File: src/rtl/rename_pkg.sv
package rename_pkg;
  localparam int unsigned DEF_ARCH_REGS = 32;
  localparam int unsigned DEF_TAGS      = 64;
  localparam int unsigned DEF_FIRST_TAG = 9;
endpackage

File: src/rtl/rename_map_table.sv
module rename_map_table #(
  parameter int unsigned ARCH_REGS = 32,
  parameter int unsigned TAG_W     = 6,
  parameter int unsigned NUM_RD    = 2,
  localparam int unsigned AREG_W   = $clog2(ARCH_REGS)
) (
  input  logic                          clk,
  input  logic                          rst,
  input  logic [NUM_RD-1:0][AREG_W-1:0] rd_addr,
  output logic [NUM_RD-1:0][TAG_W-1:0]  rd_tag,
  output logic [NUM_RD-1:0]             rd_hit,
  input  logic                          wr_en,
  input  logic [AREG_W-1:0]             wr_addr,
  input  logic [TAG_W-1:0]              wr_tag
);
  logic [TAG_W-1:0]     tag_mem [ARCH_REGS];
  logic [ARCH_REGS-1:0] live;

  always_ff @(posedge clk) begin
    if (wr_en) tag_mem[wr_addr] <= wr_tag;
  end

  always_ff @(posedge clk) begin
    if (rst) live <= '0;
    else if (wr_en) live[wr_addr] <= 1'b1;
  end

  for (genvar p = 0; p < NUM_RD; p++) begin : g_rd
    assign rd_tag[p] = tag_mem[rd_addr[p]];
    assign rd_hit[p] = live[rd_addr[p]];
  end

  // a written entry reads back as valid in the next cycle
  assert_write_sets_valid_R2: assert property (@(posedge clk) disable iff (rst)
    wr_en |=> live[$past(wr_addr)]);
endmodule

File: src/rtl/rename_tag_alloc.sv
module rename_tag_alloc #(
  parameter int unsigned TAGS      = 64,
  parameter int unsigned FIRST_TAG = 9,
  localparam int unsigned TAG_W    = $clog2(TAGS),
  localparam int unsigned CNT_W    = $clog2(TAGS + 1)
) (
  input  logic             clk,
  input  logic             rst,
  input  logic             alloc,
  input  logic             release_one,
  output logic [TAG_W-1:0] next_tag,
  output logic             empty
);
  localparam logic [TAG_W-1:0] START_PTR  = TAG_W'(FIRST_TAG);
  localparam logic [TAG_W-1:0] LAST_PTR   = TAG_W'(TAGS - 1);
  localparam logic [CNT_W-1:0] START_FREE = CNT_W'(TAGS - FIRST_TAG);
  localparam logic [CNT_W-1:0] FULL_FREE  = CNT_W'(TAGS);

  logic [TAG_W-1:0] ptr_q;
  logic [CNT_W-1:0] free_q;
  logic             inc;

  assign next_tag = ptr_q;
  assign empty    = (free_q == '0);
  assign inc      = release_one && (free_q != FULL_FREE);

  always_ff @(posedge clk) begin
    if (rst) ptr_q <= START_PTR;
    else if (alloc) ptr_q <= (ptr_q == LAST_PTR) ? '0 : ptr_q + 1'b1;
  end

  always_ff @(posedge clk) begin
    if (rst) free_q <= START_FREE;
    else begin
      case ({alloc, inc})
        2'b10:   free_q <= free_q - 1'b1;
        2'b01:   free_q <= free_q + 1'b1;
        default: free_q <= free_q;
      endcase
    end
  end

  // no grant from an empty pool
  assert_no_alloc_empty_R7: assert property (@(posedge clk) disable iff (rst)
    alloc |-> !empty);
  // count never exceeds the pool size
  assert_free_bound_R8: assert property (@(posedge clk) disable iff (rst)
    free_q <= FULL_FREE);
  // a simultaneous grant and release leave the count unchanged
  assert_swap_keeps_count_R8: assert property (@(posedge clk) disable iff (rst)
    (alloc && release_one) |=> $stable(free_q));
  // the pointer holds when there is no grant
  assert_ptr_holds_R6: assert property (@(posedge clk) disable iff (rst)
    !alloc |=> $stable(ptr_q));
endmodule

File: src/rtl/rename_out_stage.sv
module rename_out_stage #(
  parameter int unsigned AREG_W = 5,
  parameter int unsigned ID_W   = 6,
  parameter int unsigned TAG_W  = 6
) (
  input  logic              clk,
  input  logic              rst,
  input  logic              fire,
  input  logic [1:0]        src_valid,
  input  logic [1:0][ID_W-1:0] src_id,
  input  logic [1:0]        src_mapped,
  input  logic              dst_valid,
  input  logic [AREG_W-1:0] dst_arch,
  input  logic [TAG_W-1:0]  dst_tag,
  output logic              q_valid,
  output logic [1:0]        q_src_valid,
  output logic [1:0][ID_W-1:0] q_src_id,
  output logic [1:0]        q_src_mapped,
  output logic              q_dst_valid,
  output logic [AREG_W-1:0] q_dst_arch,
  output logic [TAG_W-1:0]  q_dst_tag
);
  always_ff @(posedge clk) begin
    if (rst) q_valid <= 1'b0;
    else     q_valid <= fire;
  end

  always_ff @(posedge clk) begin
    if (fire) begin
      q_src_valid  <= src_valid;
      q_src_id     <= src_id;
      q_src_mapped <= src_mapped;
      q_dst_valid  <= dst_valid;
      q_dst_arch   <= dst_arch;
      q_dst_tag    <= dst_valid ? dst_tag : '0;
    end
  end
endmodule

File: src/rtl/rename_unit.sv
module rename_unit
  import rename_pkg::*;
#(
  parameter int unsigned ARCH_REGS = DEF_ARCH_REGS,
  parameter int unsigned TAGS      = DEF_TAGS,
  parameter int unsigned FIRST_TAG = DEF_FIRST_TAG,
  localparam int unsigned AREG_W   = $clog2(ARCH_REGS),
  localparam int unsigned TAG_W    = $clog2(TAGS),
  localparam int unsigned ID_W     = (TAG_W > AREG_W) ? TAG_W : AREG_W
) (
  input  logic              clk,
  input  logic              rst,
  input  logic              in_valid,
  output logic              in_ready,
  input  logic              in_src0_valid,
  input  logic [AREG_W-1:0] in_src0_arch,
  input  logic              in_src1_valid,
  input  logic [AREG_W-1:0] in_src1_arch,
  input  logic              in_dst_valid,
  input  logic [AREG_W-1:0] in_dst_arch,
  input  logic              rel_valid,
  output logic              stall,
  output logic              out_valid,
  output logic              out_src0_valid,
  output logic [ID_W-1:0]   out_src0_id,
  output logic              out_src0_mapped,
  output logic              out_src1_valid,
  output logic [ID_W-1:0]   out_src1_id,
  output logic              out_src1_mapped,
  output logic              out_dst_valid,
  output logic [AREG_W-1:0] out_dst_arch,
  output logic [TAG_W-1:0]  out_dst_tag
);
  logic [1:0][AREG_W-1:0] rd_addr;
  logic [1:0][TAG_W-1:0]  rd_tag;
  logic [1:0]             rd_hit;
  logic [1:0][ID_W-1:0]   src_id;
  logic [1:0]             q_sv, q_sm;
  logic [1:0][ID_W-1:0]   q_sid;
  logic [TAG_W-1:0]       next_tag;
  logic                   empty, fire, grant;

  assign in_ready = !(in_dst_valid && empty);
  assign stall    = in_valid && in_dst_valid && empty;
  assign fire     = in_valid && in_ready;
  assign grant    = fire && in_dst_valid;

  assign rd_addr[0] = in_src0_arch;
  assign rd_addr[1] = in_src1_arch;

  rename_map_table #(.ARCH_REGS(ARCH_REGS), .TAG_W(TAG_W), .NUM_RD(2)) table_i (
    .clk(clk), .rst(rst), .rd_addr(rd_addr), .rd_tag(rd_tag), .rd_hit(rd_hit),
    .wr_en(grant), .wr_addr(in_dst_arch), .wr_tag(next_tag)
  );

  rename_tag_alloc #(.TAGS(TAGS), .FIRST_TAG(FIRST_TAG)) alloc_i (
    .clk(clk), .rst(rst), .alloc(grant), .release_one(rel_valid),
    .next_tag(next_tag), .empty(empty)
  );

  for (genvar s = 0; s < 2; s++) begin : g_src
    assign src_id[s] = rd_hit[s] ? ID_W'(rd_tag[s]) : ID_W'(rd_addr[s]);
  end

  rename_out_stage #(.AREG_W(AREG_W), .ID_W(ID_W), .TAG_W(TAG_W)) out_i (
    .clk(clk), .rst(rst), .fire(fire),
    .src_valid({in_src1_valid, in_src0_valid}), .src_id(src_id), .src_mapped(rd_hit),
    .dst_valid(in_dst_valid), .dst_arch(in_dst_arch), .dst_tag(next_tag),
    .q_valid(out_valid), .q_src_valid(q_sv), .q_src_id(q_sid), .q_src_mapped(q_sm),
    .q_dst_valid(out_dst_valid), .q_dst_arch(out_dst_arch), .q_dst_tag(out_dst_tag)
  );

  assign out_src0_valid  = q_sv[0];
  assign out_src1_valid  = q_sv[1];
  assign out_src0_id     = q_sid[0];
  assign out_src1_id     = q_sid[1];
  assign out_src0_mapped = q_sm[0];
  assign out_src1_mapped = q_sm[1];

  // one output one cycle after each acceptance
  assert_out_follows_fire_R9: assert property (@(posedge clk) disable iff (rst)
    (in_valid && in_ready) |=> out_valid);
  assert_no_spurious_out_R9: assert property (@(posedge clk) disable iff (rst)
    !(in_valid && in_ready) |=> !out_valid);
  // a stalled instruction is never accepted
  assert_stall_blocks_R7: assert property (@(posedge clk) disable iff (rst)
    stall |-> !in_ready);
endmodule

File: config.mk
export PLATFORM = sky130hd
export DESIGN_NAME = rename_unit
export DESIGN_NICKNAME = d
export VERILOG_FILES = /design/src/rtl/rename_pkg.sv /design/src/rtl/rename_map_table.sv /design/src/rtl/rename_tag_alloc.sv /design/src/rtl/rename_out_stage.sv /design/src/rtl/rename_unit.sv
export SDC_FILE = /design/constraint.sdc
export NUM_CORES = 1
export LEC_CHECK = 0
export BUFFER_PORTS_ARGS = -buffer_cell sky130_fd_sc_hd__buf_2
export CAP_MARGIN = 10
export CORE_UTILIZATION = 25
export DETAILED_ROUTE_END_ITERATION = 16
export PLACE_DENSITY = 0.46
export SYNTH_ARGS = -nofsm -noshare
export SYNTH_HDL_FRONTEND = slang
export SYNTH_SLANG_ARGS = --single-unit
export TNS_END_PERCENT = 50
File: constraint.sdc
create_clock -name clk -period 4.07 [get_ports clk]
set_clock_uncertainty 0.05 [all_clocks]
set_input_delay 0 -clock clk [delete_from_list [all_inputs] [get_ports clk]]
set_output_delay 0 -clock clk [all_outputs]
set_load 0.01 [all_outputs]
==> key figures, run 1 <==
Clock network
  – Worst-path clk slew: 0.06 ns
  – Clk sink count: 266
  – Setup bufs post-CTS: 0
  – H-tree levels: 1
  – Clock root cell: clkbuf_16
  – Total CTS buffers: 31
  – Worst skew pair latency: 0.57 ns
  – Bufs on Longest Clock Path: 3
  – CTS tree: done

Worst setup path
  – Crit end category: flop
  – Internal reg-to-reg setup slack: 0.39 ns
  – CP Cell Sequence: nor4_1 > a31oi_1 > buf_4 > inv_2 > ha_1 > inv_1 > fa_1 > a21o_1 > a21o_1 > a211o_1 > o211ai_1 > mux2_2
  – Reg-to-Reg End: alloc_i.free_q[6]$_SDFFE_PP0P_
  – Largest stage delay on the critical path: 0.64 ns
  – CP delay by family, top: compound AO/OA/AOI/OAI gates
  – Cell repeated most along the worst path: a21o_1
  – Slowest stage cell, crit path: nor4_1
  – Req. time, crit path: 4.49 ns
  – CP Launch Type: flop
  – CP Class: reg -> reg
  – Reg2reg start: alloc_i.free_q[0]$_SDFFE_PP1P_
  – R2R depth: 12
  – Crit path arrival time: 4.09 ns
  – Max Fanout on Critical Path: 10
  – CP bufs+invs: 3

Global route
  – Pin count of the biggest net entering global routing: 48
  – Number of global-route vias before repair: 7952
  – Initial antenna violation count: 0
  – Grt ovf: 0
  – First-pass GRT wire length: 55.10 mm
  – GRT Total Usage: 14.22%

Routing
  – Initial DRC Count: 630
  – Final WL: 37.20 mm
  – Vias per cell: 4.981
  – DRC viols: 0
  – Pre-antenna DRT Iters: 5
  – Via Count: 8035
  – Routed Antenna Nets: 0
  – DR WL/cell: 23.06 µm

Floorplan
  – Rows: 82
  – Core ar.: 50480 µm²
  – Chip width: 228.9 µm
  – Die outline height: 228.9 µm
  – Die area: 52380 µm²
  – Top Ports: 53
  – Starting Density: 25.49%

Min path
  – Hold/Removal Path Class: in -> reg
  – Hold Crit Endpoint: out_i.q_src_id[2]$_DFFE_PN_
  – Hold Path Stages: 2
  – Min-delay src: in_src0_arch[2]

Power
  – Worst vdd ir: 0.2706 mV
  – Total chip power: 6363 µW
  – P per Cell Area: 423.8 nW/µm²
  – Leak: 0.005026 µW

Yosys
  – Most frequent cells after synthesis: edfxtp_1, mux4_2, nor2_1
  – Synth warn: 0
  – Syn Inst Count: 851
  – Synth unique cells: 59
  – Main synth FF type: edfxtp_1
  – Post-synth EDFFs: 220
  – Area of the mapped netlist: 12870 µm²
  – Cell with the most instances after synthesis: edfxtp_1
  – Syn avg cell area: 15.12 µm²
  – FF+latch count, synth: 266
  – Largest cells by area after synthesis: edfxtp_1, mux4_2, dfxtp_1, mux2i_1, nor2_1
  – Sequential area share after synthesis: 58.50%
  – Yosys top cell area share: 51.34%
  – Area leader, netlist: edfxtp_1
  – Post-synthesis net count: 882
  – Post-synth ARST share: 0%

STA
  – Crit share post-route: 90.38%
  – Relative slew slack: 35.66%
  – Final Hold Violating Endpoints: 0
  – Setup violators final: 0
  – Slew @ Worst Pin: 0.9638 ns
  – Setup TNS: 0 ns
  – Max Freq: 271.8 MHz
  – Slew Limit Fails: 0
  – Clock period minus worst slack: 3.679 ns
  – RSZ-0062 raised after global routing: false

Run status
  – Outcome: completed

Placed design
  – GP Congestion: 0.8089
  – Buffers added on ports: 52
  – HPWL after DPL: 25.27 mm

Job
  – Max-Cap Viols: 0

Cells and area
  – Ant. Diodes: 0
  – Final nets: 948
  – Fraction of layout cells with a size suffix above 1: 24.97%
  – Area grow syn2layout: 16.68%
-- worst reg2reg max path, cell delays in order, from the launching register on --
cell and delay [ns]:
dfxtp_1 0.35, nor4_1 0.64, a31oi_1 0.17, buf_4 0.19, inv_2 0.15, ha_1 0.22, inv_1 0.16, fa_1 0.49
a21o_1 0.18, a21o_1 0.21, a211o_1 0.30, o211ai_1 0.10, mux2_2 0.35
-- cell families after synthesis --
kind of cell,after synthesis,synth area share (%)
and+or+nand+nor,186,6.952
DFF,266,58.50
buffers and inverters,70,2.781
AOI/OAI and AO/OA,150,7.643
xor gates and xnor gates,8,0.5445
adders and majority gates,9,0.9335
muxes,162,22.65
-- cell usage in the layout, fill, tap and decap left out, drive strengths merged, types with 6 or more instances in the layout --
cell,instances
o21ai,20
ha,8
nand2,28
nor2b,8
a21oi,52
mux2,10
clkbuf,44
nand3,12
dfxtp,46
nand2b,10
mux2i,53
inv,15
dlygate4sd3,13
clkinv,10
buf,75
o31ai,6
edfxtp,220
o211ai,13
and2,10
nor2,86
nor3,7
a221oi,22
mux4,99
-- through the flow --
stage / instances / hold WS [ns] / instance area [µm²] / util [%] / setup WS [ns]
3_5_place_dp: 1543 / 0.1281 / 13840 / 27.43 / 0.3953
5_1_grt: 1613 / 0.06220 / 15010 / 29.74 / 0.1309
4_1_cts: 1613 / 0.04488 / 15010 / 29.74 / 0.3775
6_report: 1613 / 0.07096 / 15010 / 29.74 / 0.3914
3_3_place_gp: 1543 / 0.1287 / 13840 / 27.43 / 0.4530
2_1_floorplan: 851 / 0.04887 / 12870 / - / 0.7927
-- report_power, final --
part | leakage, µW | internal [µW] | total (µW) | switching [µW]
registers | 0.00241 | 2970 | 3000 | 29.5
logic | 0.00210 | 215 | 540 | 325
clock network | 0.000511 | 1690 | 2820 | 1140
total | 0.00503 | 4870 | 6360 | 1490
-- sequential cells by signal, indices dropped and copies added (netlist names), 5 cells and up --
signal,cells
table_i.tag_mem,192
table_i.live,32
out_i.q_src_id,12
alloc_i.free_q,7
alloc_i.next_tag,6
out_i.q_dst_tag,6
out_i.q_dst_arch,5
-- worst max path at each step --
stage,depth (start not counted),endpoint,startpoint
finish,12,alloc_i.free_q[6]$_SDFFE_PP0P_,alloc_i.free_q[0]$_SDFFE_PP1P_
global route,12,alloc_i.free_q[6]$_SDFFE_PP0P_,alloc_i.free_q[0]$_SDFFE_PP1P_
CTS,12,alloc_i.free_q[6]$_SDFFE_PP0P_,alloc_i.free_q[0]$_SDFFE_PP1P_
detailed placement,12,alloc_i.free_q[6]$_SDFFE_PP0P_,alloc_i.free_q[0]$_SDFFE_PP1P_
global placement,12,alloc_i.free_q[6]$_SDFFE_PP0P_,alloc_i.free_q[0]$_SDFFE_PP1P_
floorplan,11,alloc_i.free_q[6]$_SDFFE_PP0P_,alloc_i.free_q[0]$_SDFFE_PP1P_
-- layer usage --
metal | up-vias | routed length (µm) | part of all wire (%) | GRT usage, %
met2 | 214 | 17670 | 47 | 22.98
met5 | - | 0 | 0 | 0
met1 | 4221 | 16700 | 45 | 19.38
met3 | 48 | 1952 | 5.2 | 2.794
met4 | 0 | 886 | 2.4 | 3.854
li1 | 3552 | - | - | -
-- cell type report --
cell class                 instances  area [µm²]
timing repair buffer              88       568.0
multi-input combinational        515        4982
inverter                          15       56.30
tap                              672       840.8
sequential                       266        7527
clock buffer                      44       917.1
fill                            5077       35470
clock inverter                    13       121.4
-- timing repair --
action / CTS / global route
gates resized for setup: 0 / 0
hold endpoints to repair: 54 / 0
hold buffers: 13 / 0
Note: power is estimated with default switching activity, not from simulation.
==> run 2: changes to the inputs <==
--- a/config.mk
+++ b/config.mk
@@ -5,10 +5,12 @@
 export SDC_FILE = /design/constraint.sdc
 export NUM_CORES = 1
 export LEC_CHECK = 0
+export ABC_AREA = 1
 export BUFFER_PORTS_ARGS = -buffer_cell sky130_fd_sc_hd__buf_2
 export CAP_MARGIN = 10
 export CORE_UTILIZATION = 25
 export DETAILED_ROUTE_END_ITERATION = 16
+export MAX_ROUTING_LAYER = met4
 export PLACE_DENSITY = 0.46
 export SYNTH_ARGS = -nofsm -noshare
 export SYNTH_HDL_FRONTEND = slang
==> run 2 against run 1 <==
  * Power rose by 7.1%
  * Via count rose by 52%
  * Fmax is 28% higher
  * Synthesized cell count is 110% higher
  * Clock-buffer cell count grew 10
  * Core utilization fell by 0.50 points
  * Area after synthesis grew 9.7%
  * Non-clock buffer count is 4 lower
  * Sequential share of layout area down 3.7 points
  * Sequential power about the same
  * Register-to-register slack gained 0.82 ns
  * Final area is 7.9% higher
  * Largest cell class unchanged
  * Highest routed layer unchanged
==> key figures, run 2 <==
Clock network
  – Bufs on Longest Clock Path: 3 (unchanged)
  – Total CTS buffers: 34 (+9.7%)
  – Worst-path clk slew: 0.06 ns (about the same)
  – Clk sink count: 266 (unchanged)
  – Worst skew pair latency: 0.55 ns (-0.02 ns)
  – Clock root cell: clkbuf_16
  – Cts repair resizes: 0 (unchanged)
  – CTS tree: done
  – Setup bufs post-CTS: 0 (unchanged)
  – Hold buffer count at CTS: 12 (-1)
  – H-tree levels: 2 (+1)

Cells and area
  – Area grow syn2layout: 14.78%
  – Final nets: 1819 (+92%)
  – Fraction of layout cells with a size suffix above 1: 7.222% (-18 points)
  – Reg area: 7527 µm² (unchanged)
  – Final Util: 29.24% (-0.50 points)
  – Multi-input gate area: 5082 µm² (+2.0%)
  – Most flops, register: table_i.tag_mem
  – Fin area: 16200 µm² (+7.9%)
  – Regs by FF count: table_i.tag_mem x192, table_i.live x32, out_i.q_src_id x12
  – Largest register FFs: 192 (unchanged)
  – Commonest non-fill, non-tap cells in the layout: nand2_1, nand3_1, inv_1
  – Commonest non-fill, non-tap cell in the layout: nand2_1
  – # fillers: 5941 (+17%)

Yosys
  – Post-synth ARST share: 0% (unchanged)
  – FF+latch count, synth: 266 (unchanged)
  – Syn avg cell area: 7.975 µm² (-47%)
  – Sequential area share after synthesis: 53.32% (-5.2 points)
  – Cell with the most instances after synthesis: nand2_1
  – Post-synth EDFFs: 220 (unchanged)
  – Yosys top cell area share: 46.80% (-4.5 points)
  – Xor/xnor share of the synthesized area: 0.3723% (-0.17 points)
  – Synth Area in Compound Gates: 4.441% (-3.2 points)
  – Most frequent cells after synthesis: nand2_1, nand3_1, inv_1
  – Synth unique cells: 30 (-49%)
  – Area leader, netlist: edfxtp_1
  – Adder-cell share of the synthesized area: 0.8509% (-0.083 points)
  – Synth warn: 0 (unchanged)
  – Post-synthesis net count: 1801 (+100%)
  – Syn Inst Count: 1770 (+110%)
  – Largest cells by area after synthesis: edfxtp_1, nand2_1, nand3_1, inv_1, dfxtp_1
  – Main synth FF type: edfxtp_1
  – Mux contribution to synthesized area: 0% (-23 points)
  – Largest family of logic cells by synthesized area: simple AND/OR/NAND/NOR gates
  – Simple-Gate Fraction of Synth Area: 30.34% (+23 points)
  – Area of the mapped netlist: 14120 µm² (+9.7%)

STA
  – Clock period minus worst slack: 2.863 ns (-0.8159 ns)
  – Max Freq: 349.3 MHz (+28%)
  – Crit share post-route: 70.34% (-20 points)
  – RSZ-0062 raised after global routing: false
  – Slew Limit Fails: 0 (unchanged)
  – Setup TNS: 0 ns (unchanged)
  – Slew @ Worst Pin: 1.305 ns (+0.3413 ns)
  – Relative slew slack: 12.87% (-23 points)
  – Setup violators final: 0 (unchanged)
  – Final Hold Violating Endpoints: 0 (unchanged)

Worst setup path
  – Internal reg-to-reg setup slack: 1.21 ns (+0.82 ns)
  – Max Fanout on Critical Path: 40 (+30)
  – CP delay by family, top: simple AND/OR/NAND/NOR gates
  – CP Launch Type: flop
  – CP Cell Sequence: or2_1 > nor3_1 > nand2_2 > nand3_4 > inv_2 > nand2_1 > nor2_1
  – Req. time, crit path: 4.19 ns (-0.30 ns)
  – Largest stage delay on the critical path: 0.66 ns (+0.02 ns)
  – Crit path arrival time: 2.99 ns (-1.10 ns)
  – Reg2reg start: alloc_i.free_q[4]$_SDFFE_PP1P_
  – R2R depth: 7 (-5)
  – Slowest stage cell, crit path: nor2_1
  – Crit end category: flop
  – Reg-to-Reg End: table_i.tag_mem[16][2]$_DFFE_PP_
  – CP Class: reg -> reg
  – CP bufs+invs: 1 (-2)

Power
  – P per Cell Area: 420.4 nW/µm² (-0.80%)
  – Leak: 0.007168 µW (+43%)
  – Worst vdd ir: 0.2351 mV (-13%)

Floorplan
  – Top Ports: 53 (unchanged)
  – Chip width: 239.6 µm (+4.7%)
  – Die area: 57420 µm² (+9.6%)
  – Rows: 86 (+4.9%)
  – Starting Density: 25.47% (about the same)
  – Core ar.: 55420 µm² (+9.8%)
  – Die outline height: 239.6 µm (+4.7%)

Global route
  – First-pass GRT wire length: 73.15 mm (+33%)
  – Grt ovf: 0 (unchanged)
  – Pin count of the biggest net entering global routing: 91 (+90%)
  – Number of global-route vias before repair: 11821 (+49%)
  – GRT Total Usage: 17.50% (+3.3 points)
  – Initial antenna violation count: 2 (+2)

Routing
  – DR WL/cell: 18.93 µm (-18%)
  – DRC viols: 0 (unchanged)
  – Pre-antenna DRT Iters: 5 (unchanged)
  – Initial DRC Count: 1175 (+87%)
  – Via Count: 12226 (+52%)
  – Vias per cell: 4.768 (-4.3%)
  – Routed Antenna Nets: 0 (unchanged)
  – Final WL: 48.53 mm (+30%)

Min path
  – Hold/Removal Path Class: in -> reg
  – Hold Crit Endpoint: out_i.q_valid$_SDFF_PP0_
  – Hold Path Stages: 2 (unchanged)
  – Min-delay src: rst

Placed design
  – GP Congestion: 0.8426 (+4.2%)
  – HPWL after DPL: 30.06 mm (+19%)
  – Post-DP Area: 14960 µm² (+8.1%)
  – Buffers added on ports: 52 (unchanged)

Job
  – Max-Cap Viols: 0 (unchanged)

Run status
  – Outcome: completed
[run 2: changes by cell type after synthesis, sizes merged, moves of 9 or more]
cell / before / now
buf: 33 / 78
inv: 14 / 267
a21oi: 52 / 62
mux4: 99 / 0
nor2: 86 / 49
nand2: 28 / 570
mux2: 10 / 0
and2: 10 / 1
nand2b: 10 / 0
mux2i: 53 / 0
o21ai: 20 / 32
a221oi: 22 / 0
nand3: 12 / 379
[run 2: per-layer routing]
metal,track usage (%),share of wire (%),vias up
met2,25.84,44,501
met3,3.031,8.0,77
met1,24.24,46,5873
li1,-,-,5775
met5,-,0,-
met4,5.400,2.4,0
[run 2: cell type report]
cell class              instances  area share (%)
inverters                     267           6.185
repair buffers                 84           3.305
multi-input cells            1135           31.37
diodes                          2         0.03089
clock inverters                 8          0.4015
flip-flops and latches        266           46.46
clock buffers                  54           6.479
well taps                     748           5.776
[run 2: power breakdown]
group          total (µW)  switching (µW)  internal (µW)  leakage [µW]
Combinational         727             521            207       0.00418
Sequential           3030            39.1           2990       0.00243
Clock                3060            1230           1830      0.000552
[run 2: cells by family after synthesis]
logic type,after synthesis
simple gates,1005
buf+inv,369
flops,266
compound gates,115
fa+ha+maj,9
xor+xnor,6
[run 2: worst max-delay path by stage]
stage                                                   to  cells past startpoint                      startpoint
after floorplan             alloc_i.free_q[6]$_SDFFE_PP0P_                     14  alloc_i.free_q[4]$_SDFFE_PP1P_
after global placement      alloc_i.free_q[6]$_SDFFE_PP0P_                     14  alloc_i.free_q[4]$_SDFFE_PP1P_
after detailed placement  table_i.tag_mem[16][2]$_DFFE_PP_                      7  alloc_i.free_q[4]$_SDFFE_PP1P_
after CTS                 table_i.tag_mem[16][2]$_DFFE_PP_                      7  alloc_i.free_q[4]$_SDFFE_PP1P_
after global routing      table_i.tag_mem[16][2]$_DFFE_PP_                      7  alloc_i.free_q[4]$_SDFFE_PP1P_
final                     table_i.tag_mem[16][2]$_DFFE_PP_                      7  alloc_i.free_q[4]$_SDFFE_PP1P_
[run 2: worst register-to-register path, cell delays in order (launching register included)]
cell     delay (ns)
dfxtp_1        0.35
or2_1          0.14
nor3_1         0.06
nand2_2        0.12
nand3_4        0.24
inv_2          0.63
nand2_1        0.25
nor2_1         0.66
[run 2: metrics by stage]
stage	power [µW]	worst slack, ns	hold slack (ns)	instances
after global routing	7047	0.9834	0.07326	2564
after floorplan	3535	1.574	0.03713	1770
after CTS	6883	1.199	0.01906	2562
after detailed placement	3798	1.210	0.1296	2488
final	6812	1.207	0.04827	2564
after global placement	3796	1.220	0.1268	2488
==> run 3: changes to the inputs <==
--- a/config.mk
+++ b/config.mk
@@ -11,7 +11,7 @@
 export CORE_UTILIZATION = 25
 export DETAILED_ROUTE_END_ITERATION = 16
 export MAX_ROUTING_LAYER = met4
-export PLACE_DENSITY = 0.46
+export PLACE_DENSITY = 0.47
 export SYNTH_ARGS = -nofsm -noshare
 export SYNTH_HDL_FRONTEND = slang
 export SYNTH_SLANG_ARGS = --single-unit
==> constraint.sdc (replaced) <==
create_clock -name clk -period 2.5 [get_ports clk]
set_clock_uncertainty 0.05 [all_clocks]
set_input_delay 0 -clock clk [delete_from_list [all_inputs] [get_ports clk]]
set_output_delay 0 -clock clk [all_outputs]
set_load 0.01 [all_outputs]
==> run 3 against run 2 <==
  * Fmax rose by 23%
  * Critical path type unchanged
  * Register-to-register slack got worse by 1.0 ns
  * Setup slack got worse by 1.0 ns
  * Final area rose by 1.7%
  * Via count rose by 0.95%
  * Power rose by 54%
  * Largest cell class unchanged
  * Non-clock buffer count rose by 30
  * Hold slack improved by 0.030 ns
  * Clock power rose by 39%
==> key figures, run 3 (same netlist as run 2, synthesis figures left out) <==
Worst setup path
  – CP Class: reg -> reg
  – Crit end category: flop
  – Crit path arrival time: 2.72 ns (-0.27 ns)
  – Req. time, crit path: 2.90 ns (-1.29 ns)
  – Largest stage delay on the critical path: 0.41 ns (-0.25 ns)
  – Beginning of the critical path: alloc_i.free_q[4]$_SDFFE_PP1P_
  – Reg2reg start: alloc_i.free_q[4]$_SDFFE_PP1P_
  – CP Launch Type: flop
  – Slowest stage cell, crit path: fa_2
  – Max Fanout on Critical Path: 7 (-83%)
  – CP Cell Sequence: or2_1 > nor3_2 > nand2_2 > nand3_4 > ha_1 > inv_4 > fa_2 > nand3_2 > a21oi_1 > o21bai_1 > nand2_1 > nand2_1 > a21oi_1

Cells and area
  – Area grow syn2layout: 16.68%
  – # fillers: 5883 (-0.98%)
  – Final Util: 29.72% (+0.48 points)
  – Most flops, register: table_i.tag_mem
  – Largest register FFs: 192 (unchanged)
  – Layout Cells excl Fill: 2588 (+0.94%)
  – Fraction of layout cells with a size suffix above 1: 8.655% (+1.4 points)
  – Commonest non-fill, non-tap cell in the layout: nand2_1
  – Fin area: 16470 µm² (+1.7%)
  – Final nets: 1845 (+1.4%)
  – Regs by FF count: table_i.tag_mem x192, table_i.live x32, out_i.q_src_id x12
  – Commonest non-fill, non-tap cells in the layout: nand2_1, nand3_1, inv_1

Placed design
  – HPWL after DPL: 30.96 mm (+3.0%)
  – Post-Place Cells: 2517 (+1.2%)
  – Buffers added on ports: 52 (unchanged)
  – GP Congestion: 0.8482 (+0.66%)
  – Post-DP Area: 15360 µm² (+2.6%)

STA
  – Max Freq: 429.5 MHz (+23%)
  – Final Hold Violating Endpoints: 0 (unchanged)
  – Clock period minus worst slack: 2.328 ns (-0.5345 ns)
  – Crit share post-route: 93.13% (+23 points)
  – Setup violators final: 0 (unchanged)
  – RSZ-0062 raised after global routing: false
  – Relative slew slack: 22.86% (+10 points)
  – Slew Limit Fails: 0 (unchanged)
  – Slew @ Worst Pin: 1.148 ns (-0.1568 ns)

Power
  – Sw power: 2795 µW (+57%)
  – Leak: 0.007286 µW (+1.6%)
  – Sw frac: 26.71% (+0.50 points)
  – Clock Power Share: 40.7% (-4.2 points)
  – Flop pwr share: 46.9% (+2.5 points)
  – P_int: 7668 µW (+53%)
  – Worst vdd ir: 0.5627 mV (+140%)
  – P per Cell Area: 635.2 nW/µm² (+51%)
  – Combinational share of power: 12.5% (+1.8 points)

Clock network
  – Setup bufs post-CTS: 0 (unchanged)
  – Clk sink count: 266 (unchanged)
  – CTS tree: done
  – Bufs on Longest Clock Path: 3 (unchanged)
  – Worst skew pair latency: 0.59 ns (+0.04 ns)
  – H-tree levels: 1 (-1)
  – Total CTS buffers: 30 (-12%)
  – Worst-path clk slew: 0.06 ns (about the same)
  – Clock root cell: clkbuf_16

Min path
  – Hold/Removal Path Class: in -> reg
  – Min-delay src: in_src0_arch[3]

Job
  – Max-Cap Viols: 0 (unchanged)

Floorplan
  – Top Ports: 53 (unchanged)
  – Rows: 86 (unchanged)
  – Core ar.: 55420 µm² (unchanged)
  – Starting Density: 25.47% (unchanged)
  – Chip width: 239.6 µm (unchanged)
  – Die outline height: 239.6 µm (unchanged)
  – Die area: 57420 µm² (unchanged)

Global route
  – Number of global-route vias before repair: 12031 (+1.8%)
  – First-pass GRT wire length: 73.59 mm (+0.60%)
  – Grt ovf: 0 (unchanged)
  – Pin count of the biggest net entering global routing: 66 (-27%)
  – GRT Total Usage: 17.46% (-0.040 points)
  – Initial antenna violation count: 2 (unchanged)

Routing
  – Initial DRC Count: 1211 (+3.1%)
  – Routed Antenna Nets: 0 (unchanged)
  – Final WL: 48.85 mm (+0.65%)
  – Pre-antenna DRT Iters: 6 (+1)
  – Vias per cell: 4.769 (about the same)
  – DRC viols: 0 (unchanged)
  – DR WL/cell: 18.88 µm (-0.28%)
  – Via Count: 12342 (+0.95%)

Run status
  – Outcome: completed
## run 3: cell types whose count changed in the layout (fill, tap and decap cells not counted), moves of 2 or more
cell / change
clkbuf_16: -7
ha_1: -2
buf_4: +15
clkbuf_8: -3
buf_12: +14
ha_4: +2
## run 3: worst paths after layout
| check | endpoint | cells after the start | slack (ns) |
|---|---|---|---|
| hold / removal | out_i.q_src_id[3]$_DFFE_PN_ | 3 | 0.08 |
| setup reg to reg | alloc_i.free_q[6]$_SDFFE_PP0P_ | 13 | 0.17 |
| setup / recovery | alloc_i.free_q[6]$_SDFFE_PP0P_ | 13 | 0.17 |
| hold reg to reg | table_i.live[10]$_SDFFE_PP0P_ | 2 | 0.42 |
## run 3: metal layers
| metal | global-route usage (%) | share of wire (%) | vias to the layer above |
|---|---|---|---|
| li1 | - | - | 5818 |
| met1 | 24.32 | 46 | 5944 |
| met2 | 26.37 | 44 | 501 |
| met3 | 2.685 | 7.3 | 79 |
| met4 | 4.293 | 2.3 | 0 |
| met5 | - | 0 | - |
## run 3: repair_timing
item | in CTS | in global routing
cloned | 0 | 0
resized for setup | 2 | 7
endpoints found under the setup margin | 2 | 3
hold buffers | 13 | 0
hold endpoints to repair | 71 | 0
## run 3: final cells by class
type,instances,area [µm²],area share [%]
sequential,266,7527,45.70
tap,748,935.9,5.682
antenna,3,7.507,0.04558
timing repair buffer,114,938.4,5.697
clock inverter,11,91.34,0.5545
clock buffer,44,833.3,5.059
inverter,267,1005,6.100
multi-input combinational,1135,5132,31.16
## run 3: through the flow
stage	setup WS, ns	setup TNS [ns]	power (µW)	hold slack (ns)
after floorplan	0.004478	0	5754	0.03713
after global placement	0.002136	0	6249	0.1345
final	0.1718	0	10460	0.07801
after detailed placement	-0.003231	-0.004887	6252	0.1288
after global routing	0.01180	0	10810	0.08542
after CTS	0.04273	0	10510	0.03864
## run 3: power groups by stage
stage | sequential, µW | combinational, µW | clock [µW]
4_1_cts | 4900 | 1290 | 4330
3_5_place_dp | 4990 | 1260 | 0
5_1_grt | 4910 | 1420 | 4480
6_report | 4900 | 1300 | 4260
2_1_floorplan | 5020 | 731 | 0
3_3_place_gp | 4990 | 1260 | 0
## run 3: critical path: cells and delay by family (launching register included)
kind | cells | cell delay [ns]
simple gates | 7 | 0.78
fa+ha+maj | 2 | 0.64
flops | 1 | 0.33
compound gates | 3 | 0.28
buf+inv | 1 | 0.10
